--- config.mk ---
export PLATFORM = sky130hd
export DESIGN_NAME = csq_frame_seq
export DESIGN_NICKNAME = d
export VERILOG_FILES = /design/src/rtl/csq_pkg.sv /design/src/rtl/csq_cmd_reg.sv /design/src/rtl/csq_seq.sv /design/src/rtl/csq_result.sv /design/src/rtl/csq_frame_seq.sv
export SDC_FILE = /design/constraint.sdc
export NUM_CORES = 1
export LEC_CHECK = 0
export BUFFER_PORTS_ARGS = -buffer_cell sky130_fd_sc_hd__buf_2
export CAP_MARGIN = 20
export CORE_ASPECT_RATIO = 0.6
export CORE_MARGIN = 2
export CORE_UTILIZATION = 55
export DETAILED_ROUTE_END_ITERATION = 8
export PLACE_DENSITY = 0.81
export SYNTH_ARGS = -nofsm -noshare
export SYNTH_HDL_FRONTEND = slang
export SYNTH_HIERARCHICAL = 1
export SYNTH_SLANG_ARGS = --single-unit
--- constraint.sdc ---
create_clock -name clk -period 4 [get_ports clk]
set_input_delay 0.8 -clock clk [delete_from_list [all_inputs] [get_ports clk]]
set_output_delay 0.8 -clock clk [all_outputs]
set_load 0.02 [all_outputs]
--- src/rtl/csq_pkg.sv ---
package csq_pkg;

    localparam int XLEN       = 32;
    localparam int WORD_BYTES = XLEN / 8;

    typedef logic [XLEN-1:0] word_t;

    localparam word_t STEP          = word_t'(WORD_BYTES);
    localparam word_t LONG_INSN_LEN = word_t'(6);
    localparam word_t SHORT_INSN_LEN = word_t'(2);
    localparam word_t FRAME_SWI_NUM = '1;

    typedef enum logic [1:0] {
        OP_CALL_ABS = 2'd0,
        OP_CALL_REG = 2'd1,
        OP_RETURN   = 2'd2,
        OP_SWI      = 2'd3
    } op_e;

    typedef enum logic [2:0] {
        ST_IDLE,
        ST_SR_CAUSE,
        ST_SR_NUM,
        ST_PUSH_RA,
        ST_PUSH_FP,
        ST_POP_FP,
        ST_POP_RA
    } st_e;

    typedef struct packed {
        op_e   op;
        word_t target;
        word_t ret_addr;
        word_t fp;
        word_t sp;
        word_t swi_num;
    } cmd_t;

    typedef struct packed {
        logic  fire;
        word_t pc;
        word_t fp;
        word_t sp;
    } result_t;

    function automatic word_t link_addr(op_e op, word_t pc);
        return (op == OP_CALL_REG) ? pc + SHORT_INSN_LEN : pc + LONG_INSN_LEN;
    endfunction

    function automatic logic is_call(op_e op);
        return (op == OP_CALL_ABS) || (op == OP_CALL_REG);
    endfunction

endpackage

--- src/rtl/csq_cmd_reg.sv ---
module csq_cmd_reg
    import csq_pkg::*;
(
    input  logic  clk,
    input  logic  rst,
    input  logic  accept,
    input  op_e   op,
    input  word_t target,
    input  word_t pc,
    input  word_t fp,
    input  word_t sp,
    input  word_t swi_num,
    input  word_t swi_handler,
    output cmd_t  cmd
);

    cmd_t cmd_d;

    always_comb begin
        cmd_d.op       = op;
        cmd_d.target   = (op == OP_SWI) ? swi_handler : target;
        cmd_d.ret_addr = link_addr(op, pc);
        cmd_d.fp       = fp;
        cmd_d.sp       = sp;
        cmd_d.swi_num  = swi_num;
    end

    always_ff @(posedge clk) begin
        if (rst) begin
            cmd <= '0;
        end else if (accept) begin
            cmd <= cmd_d;
        end
    end

endmodule

--- src/rtl/csq_seq.sv ---
module csq_seq
    import csq_pkg::*;
#(
    parameter int    SREG_IDX_W = 8,
    parameter int    CAUSE_IDX  = 2,
    parameter int    NUM_IDX    = 3,
    parameter word_t CAUSE_VAL  = 3
)(
    input  logic                  clk,
    input  logic                  rst,
    input  logic                  start,
    input  op_e                   start_op,
    input  word_t                 start_fp,
    input  word_t                 start_sp,
    input  cmd_t                  cmd,
    input  logic                  mem_ack,
    input  word_t                 mem_rdata,
    output logic                  accept,
    output logic                  mem_req,
    output logic                  mem_we,
    output word_t                 mem_addr,
    output word_t                 mem_wdata,
    output logic                  sreg_we,
    output logic [SREG_IDX_W-1:0] sreg_idx,
    output word_t                 sreg_wdata,
    output result_t               res
);

    localparam logic [SREG_IDX_W-1:0] CAUSE_SEL = SREG_IDX_W'(CAUSE_IDX);
    localparam logic [SREG_IDX_W-1:0] NUM_SEL   = SREG_IDX_W'(NUM_IDX);

    st_e   state_q;
    word_t wptr_q;
    word_t popped_fp_q;
    logic  enter_frame;

    assign accept      = start && (state_q == ST_IDLE);
    assign enter_frame = (cmd.swi_num == FRAME_SWI_NUM);

    // Sequencing. For pushes the pointer sits one word above the next slot,
    // for pops it sits on the word being read.
    always_ff @(posedge clk) begin
        if (rst) begin
            state_q     <= ST_IDLE;
            wptr_q      <= '0;
            popped_fp_q <= '0;
        end else begin
            unique case (state_q)
                ST_IDLE: begin
                    if (start) begin
                        if (is_call(start_op)) begin
                            wptr_q  <= start_sp - STEP;
                            state_q <= ST_PUSH_RA;
                        end else if (start_op == OP_RETURN) begin
                            wptr_q  <= start_fp;
                            state_q <= ST_POP_FP;
                        end else begin
                            state_q <= ST_SR_CAUSE;
                        end
                    end
                end
                ST_SR_CAUSE: state_q <= ST_SR_NUM;
                ST_SR_NUM: begin
                    if (enter_frame) begin
                        wptr_q  <= cmd.sp - STEP;
                        state_q <= ST_PUSH_RA;
                    end else begin
                        state_q <= ST_IDLE;
                    end
                end
                ST_PUSH_RA: begin
                    if (mem_ack) begin
                        wptr_q  <= wptr_q - STEP;
                        state_q <= ST_PUSH_FP;
                    end
                end
                ST_PUSH_FP: begin
                    if (mem_ack) begin
                        wptr_q  <= wptr_q - STEP;
                        state_q <= ST_IDLE;
                    end
                end
                ST_POP_FP: begin
                    if (mem_ack) begin
                        popped_fp_q <= mem_rdata;
                        wptr_q      <= wptr_q + STEP;
                        state_q     <= ST_POP_RA;
                    end
                end
                ST_POP_RA: begin
                    if (mem_ack) begin
                        wptr_q  <= wptr_q + STEP;
                        state_q <= ST_IDLE;
                    end
                end
                default: state_q <= ST_IDLE;
            endcase
        end
    end

    // Memory request, held steady by the state until acknowledged.
    always_comb begin
        mem_req   = 1'b0;
        mem_we    = 1'b0;
        mem_addr  = wptr_q;
        mem_wdata = '0;
        unique case (state_q)
            ST_PUSH_RA: begin
                mem_req   = 1'b1;
                mem_we    = 1'b1;
                mem_addr  = wptr_q - STEP;
                mem_wdata = cmd.ret_addr;
            end
            ST_PUSH_FP: begin
                mem_req   = 1'b1;
                mem_we    = 1'b1;
                mem_addr  = wptr_q - STEP;
                mem_wdata = cmd.fp;
            end
            ST_POP_FP, ST_POP_RA: begin
                mem_req  = 1'b1;
                mem_addr = wptr_q;
            end
            default: ;
        endcase
    end

    // Special-register write port.
    always_comb begin
        sreg_we    = 1'b0;
        sreg_idx   = '0;
        sreg_wdata = '0;
        if (state_q == ST_SR_CAUSE) begin
            sreg_we    = 1'b1;
            sreg_idx   = CAUSE_SEL;
            sreg_wdata = CAUSE_VAL;
        end else if (state_q == ST_SR_NUM) begin
            sreg_we    = 1'b1;
            sreg_idx   = NUM_SEL;
            sreg_wdata = cmd.swi_num;
        end
    end

    // Completion values handed to the result registers.
    always_comb begin
        res = '0;
        if (state_q == ST_PUSH_FP && mem_ack) begin
            res.fire = 1'b1;
            res.pc   = cmd.target;
            res.fp   = wptr_q - STEP;
            res.sp   = wptr_q - STEP;
        end else if (state_q == ST_POP_RA && mem_ack) begin
            res.fire = 1'b1;
            res.pc   = mem_rdata;
            res.fp   = popped_fp_q;
            res.sp   = wptr_q + STEP + STEP;
        end else if (state_q == ST_SR_NUM && !enter_frame) begin
            res.fire = 1'b1;
            res.pc   = cmd.ret_addr;
            res.fp   = cmd.fp;
            res.sp   = cmd.sp;
        end
    end

endmodule

--- src/rtl/csq_result.sv ---
module csq_result
    import csq_pkg::*;
(
    input  logic    clk,
    input  logic    rst,
    input  result_t res,
    output word_t   new_pc,
    output word_t   new_fp,
    output word_t   new_sp,
    output logic    done
);

    always_ff @(posedge clk) begin
        if (rst) begin
            new_pc <= '0;
            new_fp <= '0;
            new_sp <= '0;
            done   <= 1'b0;
        end else begin
            done <= res.fire;
            if (res.fire) begin
                new_pc <= res.pc;
                new_fp <= res.fp;
                new_sp <= res.sp;
            end
        end
    end

endmodule

--- src/rtl/csq_frame_seq.sv ---
module csq_frame_seq
    import csq_pkg::*;
#(
    parameter int    SREG_IDX_W = 8,
    parameter int    CAUSE_IDX  = 2,
    parameter int    NUM_IDX    = 3,
    parameter word_t CAUSE_VAL  = 3
)(
    input  logic                  clk,
    input  logic                  rst,
    input  logic                  start,
    input  logic [1:0]            op,
    input  logic [XLEN-1:0]       target,
    input  logic [XLEN-1:0]       cur_pc,
    input  logic [XLEN-1:0]       cur_fp,
    input  logic [XLEN-1:0]       cur_sp,
    input  logic [XLEN-1:0]       swi_num,
    input  logic [XLEN-1:0]       swi_handler,
    output logic                  mem_req,
    output logic                  mem_we,
    output logic [XLEN-1:0]       mem_addr,
    output logic [XLEN-1:0]       mem_wdata,
    input  logic [XLEN-1:0]       mem_rdata,
    input  logic                  mem_ack,
    output logic                  sreg_we,
    output logic [SREG_IDX_W-1:0] sreg_idx,
    output logic [XLEN-1:0]       sreg_wdata,
    output logic [XLEN-1:0]       new_pc,
    output logic [XLEN-1:0]       new_fp,
    output logic [XLEN-1:0]       new_sp,
    output logic                  done
);

    op_e     op_in;
    logic    accept;
    cmd_t    cmd;
    result_t res;

    assign op_in = op_e'(op);

    csq_cmd_reg u_cmd (
        .clk         (clk),
        .rst         (rst),
        .accept      (accept),
        .op          (op_in),
        .target      (target),
        .pc          (cur_pc),
        .fp          (cur_fp),
        .sp          (cur_sp),
        .swi_num     (swi_num),
        .swi_handler (swi_handler),
        .cmd         (cmd)
    );

    csq_seq #(
        .SREG_IDX_W (SREG_IDX_W),
        .CAUSE_IDX  (CAUSE_IDX),
        .NUM_IDX    (NUM_IDX),
        .CAUSE_VAL  (CAUSE_VAL)
    ) u_seq (
        .clk        (clk),
        .rst        (rst),
        .start      (start),
        .start_op   (op_in),
        .start_fp   (cur_fp),
        .start_sp   (cur_sp),
        .cmd        (cmd),
        .mem_ack    (mem_ack),
        .mem_rdata  (mem_rdata),
        .accept     (accept),
        .mem_req    (mem_req),
        .mem_we     (mem_we),
        .mem_addr   (mem_addr),
        .mem_wdata  (mem_wdata),
        .sreg_we    (sreg_we),
        .sreg_idx   (sreg_idx),
        .sreg_wdata (sreg_wdata),
        .res        (res)
    );

    csq_result u_res (
        .clk    (clk),
        .rst    (rst),
        .res    (res),
        .new_pc (new_pc),
        .new_fp (new_fp),
        .new_sp (new_sp),
        .done   (done)
    );

endmodule

# Yosys cells after proc, flatten, opt, wreduce, memory -nomap -nowiden
# Cells that the tools add are included.
[classes]
div = 0
add_sub_neg = 7
eq_ne = 18
muxes = 30
shift = 0
n_mul = 0
n_bitwise = 0
magnitude_cmp = 0
reduce_logical = 16
[op_table]
columns = ["op", "count"]
rows = [
  ["32-bit 2-to-1 mux", 11],
  ["97-bit 2-to-1 mux", 3],
  ["32-bit one-hot mux with 4 select lines", 1],
  ["32-bit by 3-bit adder with 32-bit output, second input constant", 3],
  ["32-bit by 3-bit subtractor with 32-bit output, second input constant", 3],
  ["32-bit one-hot mux with 2 select lines", 1],
  ["32-bit by 2-bit adder with 32-bit output, second input constant", 1],
  ["32-bit == test, second input constant", 1],
  ["3-bit 2-to-1 mux", 6],
  ["3-bit one-hot mux with 6 select lines", 1],
  ["3-bit == test, second input constant", 3],
  ["8-bit 2-to-1 mux", 1],
  ["2-bit by 1-bit inequality test with 1-bit output, second input constant", 4],
  ["3-bit by 2-bit == test with 1-bit output, second input constant", 2],
  ["2-bit inequality test, second input constant", 3],
  ["6-bit AND reduction", 1],
  ["2-bit OR reduction", 3],
  ["2-bit == test, second input constant", 2],
  ["1-bit logical AND", 4],
  ["1-bit 2-to-1 mux", 4],
  ["2-bit 2-to-1 mux", 2],
  ["4-bit AND reduction", 1],
  ["4-bit nonzero test", 1],
  ["4-bit OR reduction", 1],
  ["8 further kinds", 8],
]
[word_totals]
mem_bits_ro = 0
latchBits = 0
mem_count = 0
reg_bits = 324
input_bits = 230
elab_cells = 83
mem_bits_rw = 0
out_inout_bits = 204

# Logic depth before layout (Yosys ltp)
[depth]
ltp_word = 6
ltp_mapped = 14
depth_no_buf = 12

# Cells and area by module
# Netlist, hierarchy kept.
[by_module_without_submodules]
columns = ["mod", "instances", "area_each_um2", "cells_per_inst", "seq_area_each_um2"]
rows = [
  ["csq_seq", 1, 9504.1, 1430, 1341.3],
  ["csq_cmd_reg", 1, 6556.3, 708, 3243.1],
  ["csq_result", 1, 3429.5, 312, 1941.9],
]

# Worst setup path before layout
# No wires, ideal clock.
[synth_path]
path_kind = "register to output"
from = "register u_seq.wptr_q[4]"
to = "output mem_addr[29]"
slack_ns = 0.649
t_arrival_ns = 2.551
n_path_buf = 1
required_time_ns = 3.200
path_stages_with_launch = 11
cell_sequence = "dfxtp_1 -> buf_2 -> inv_1 -> ha_1 -> a21bo_2 -> nor4b_4 -> and2_1 -> nand2_1 -> nor4_2 -> nand2_1 -> xnor2_1"
[synth_via]
elab_chain_cells = 2
[synth_rtl]
columns = ["item", "line", "rtl"]
rows = [
  ["start: declaration", "csq_seq.sv:33", "word_t wptr_q;"],
  ["start signal: assignment", "csq_seq.sv:52", "wptr_q <= start_sp - STEP;"],
  ["start signal: assignment", "csq_seq.sv:55", "wptr_q <= start_fp;"],
  ["start signal: assignment", "csq_seq.sv:65", "wptr_q <= cmd.sp - STEP;"],
  ["32-bit by 3-bit subtractor with 32-bit output", "csq_seq.sv:111, csq_seq.sv:117", ""],
  ["32-bit 2-to-1 mux", "--", ""],
  ["end: declaration", "csq_frame_seq.sv:21", "output logic [XLEN-1:0] mem_addr,"],
]
# Every way passes these cells.

# Worst setup path after layout
[layout_path]
from = "register u_seq.wptr_q[4]"
to = "output mem_addr[25]"
# The elaborated chain is that of the path after synthesis.

==> results.sh <==
export IMPL_status="finished clean"
export IMPL_clock_latency_ns=0.54
export IMPL_dr_pass1_iters=6
export IMPL_rsz0062_at_grt="false"
export IMPL_place_inst=3205
export IMPL_timing_final_ws_setup_ns=0.146
export IMPL_startpoint_type="register"
export IMPL_required_ns=3.20
export IMPL_stdcell_area_sq_um=23300
export IMPL_start_util_pct=55.7
export IMPL_drt_iter0_drc=3283
export IMPL_arrival_ns=3.05
export IMPL_die_width_microns=247
export IMPL_syn_inst=2444
export IMPL_clock_skew_final_ns=0.0154
export IMPL_clock_sinks=324
export IMPL_drive_gt1_share_pct=22.3
export IMPL_routedWlPerCell_microns=24.9
export IMPL_antenna_found_initial=4
export IMPL_power_density_nw_per_um2=669
export IMPL_clockBufferDepth=3
export IMPL_nets=3018
export IMPL_grt_overflow=0
export IMPL_p_int_mw=8.61
export IMPL_path_clk_slew_ns=0.07
export IMPL_p_leak_nw=9.65
export IMPL_pin_count=434
export IMPL_clkPwrFrac_pct=23.0
export IMPL_drc=0
export IMPL_portBuffers=427
export IMPL_grt_pass1_wl_mm=119
export IMPL_p_comb_share_pct=47.8
export IMPL_ys_warnings_count=6
export IMPL_tritoncts="built"
export IMPL_fin_crit_ns=3.85
export IMPL_worst_pin_slew_ns=1.06
export IMPL_placement_rows=53
export IMPL_coreArea_sq_um=34900
export IMPL_drtAntennaViolNets=0
export IMPL_areaGrowthSynthToFinish_pct=19.9
export IMPL_grtUsageTotal_pct=42.2
export IMPL_fill_cells=3046
export IMPL_setup_tns_ns=0
export IMPL_hold_path_class="reg2reg"
export IMPL_maxSlewViolCount=0
export IMPL_hpwl_mm=58.9
export IMPL_dieArea_sq_um=36900
export IMPL_power_mw=15.6
export IMPL_die_h_microns=150
export IMPL_clock_root_buffer="clkbuf_16"
export IMPL_hold_ws_ns=0.460
export IMPL_placed_area_sq_um=22000
export IMPL_vias=21351
export IMPL_swShare_pct=44.7
export IMPL_slew_headroom_pct=29.5
export IMPL_vias_per_cell=6.53
export IMPL_path_class="reg2out"
export IMPL_cap_violations=0
export IMPL_wirelength_mm=81.3
export IMPL_grt_pass1_vias=19538
export IMPL_switchingPower_mw=6.96
export IMPL_post_route_period_util_pct=96.3
export IMPL_syn_area_sq_um=19400
export IMPL_stdcell_count=3271
export IMPL_setup_viol=0
export IMPL_ctsHoldBuffers=0
export IMPL_seqPwrFrac_pct=29.2
export IMPL_critical_path_max_fanout=12
export IMPL_cts_buffers=34
export IMPL_utilization_pct=66.7
export IMPL_grt_max_degree=136
export IMPL_synth_avg_cell_area_sq_um=7.95
export IMPL_htreeDepth=2
export IMPL_place_congestion=1.03
export IMPL_cp_end_kind="output port"
export IMPL_irDropWorstVdd_mv=0.524
export IMPL_max_freq_mhz=259
export IMPL_place_worst_setup_slack_ns=0.277
export IMPL_final_hold_viol_count=0
## layer usage
layer  share of wire [%]  global-route usage [%]
met1                  41                    59.2
met2                  41                    61.0
met3                  14                    12.5
met4                 3.8                    15.5
met5                   0                       0
## critical path, cell delays in order, from the launching register on
cell	delay, ns
dfxtp_4	0.43
inv_1	0.11
ha_1	0.22
a21bo_2	0.27
nor4b_4	0.27
buf_4	0.18
nand2_1	0.16
nor2_2	0.34
nand3_1	0.19
xnor2_1	0.16
buf_2	0.18
## power by group through the flow
stage	Clock, mW	Combinational, mW	Sequential [mW]
5_1_grt	3.72	7.82	4.60
2_1_floorplan	0	5.00	4.24
6_report	3.58	7.45	4.55
4_1_cts	3.59	7.13	4.50
3_5_place_dp	0	7.08	4.56
3_3_place_gp	0	6.98	4.54
## final timing paths
kind / startpoint / endpoint / slack (ns) / cells past startpoint
worst max-delay path: u_seq/wptr_q[4] / mem_addr[25] / 0.15 / 10
worst min-delay path: u_seq/popped_fp_q[20] / u_seq/popped_fp_q[20] / 0.46 / 2
worst max register to register: u_seq/wptr_q[2] / u_res/new_sp[21] / 0.27 / 14
worst min register to register: u_seq/popped_fp_q[20] / u_seq/popped_fp_q[20] / 0.46 / 2
## repair_timing
item	CTS	global route
pin swaps	2	1
resized for setup	3	9
setup endpoints to repair	8	12
gates cloned	0	0
setup buffers	1	2
## cell usage in the layout (no fill, tap or decap), types with 25 or more instances in the layout
cell,instances
nand3_1,79
a21oi_1,134
a311oi_1,54
nor3_1,44
nand4_1,30
dfxtp_1,322
a221oi_1,30
buf_2,424
nor2_1,407
o21ai_0,59
xor2_1,70
and3_1,36
clkbuf_16,35
a211oi_1,31
mux2i_1,203
a22o_1,35
nand2_1,227
o22ai_1,44
inv_1,25
xnor2_1,97
buf_4,76
## cell type report
type                            count  area, sq um  share of cell area (%)
Antenna cell                        4         10.0                  0.0430
Clock buffer                       46          957                    4.11
Clock inverter                     13          269                    1.16
Inverter                           28          105                   0.451
Multi-Input combinational cell   1878        12000                    51.4
Sequential cell                   324         6490                    27.9
Tap cell                          467          584                    2.51
Timing Repair Buffer              511         2910                    12.5
## registers in the layout, summed over array words and instances (netlist names)
| name | cells |
|---|---|
| u_cmd/cmd | 160 |
| u_res/done | 1 |
| u_res/new_fp | 32 |
| u_res/new_pc | 32 |
| u_res/new_sp | 32 |
| u_seq/popped_fp_q | 32 |
| u_seq/state_q | 3 |
| u_seq/wptr_q | 32 |
Power figures use the tool's default switching activity.
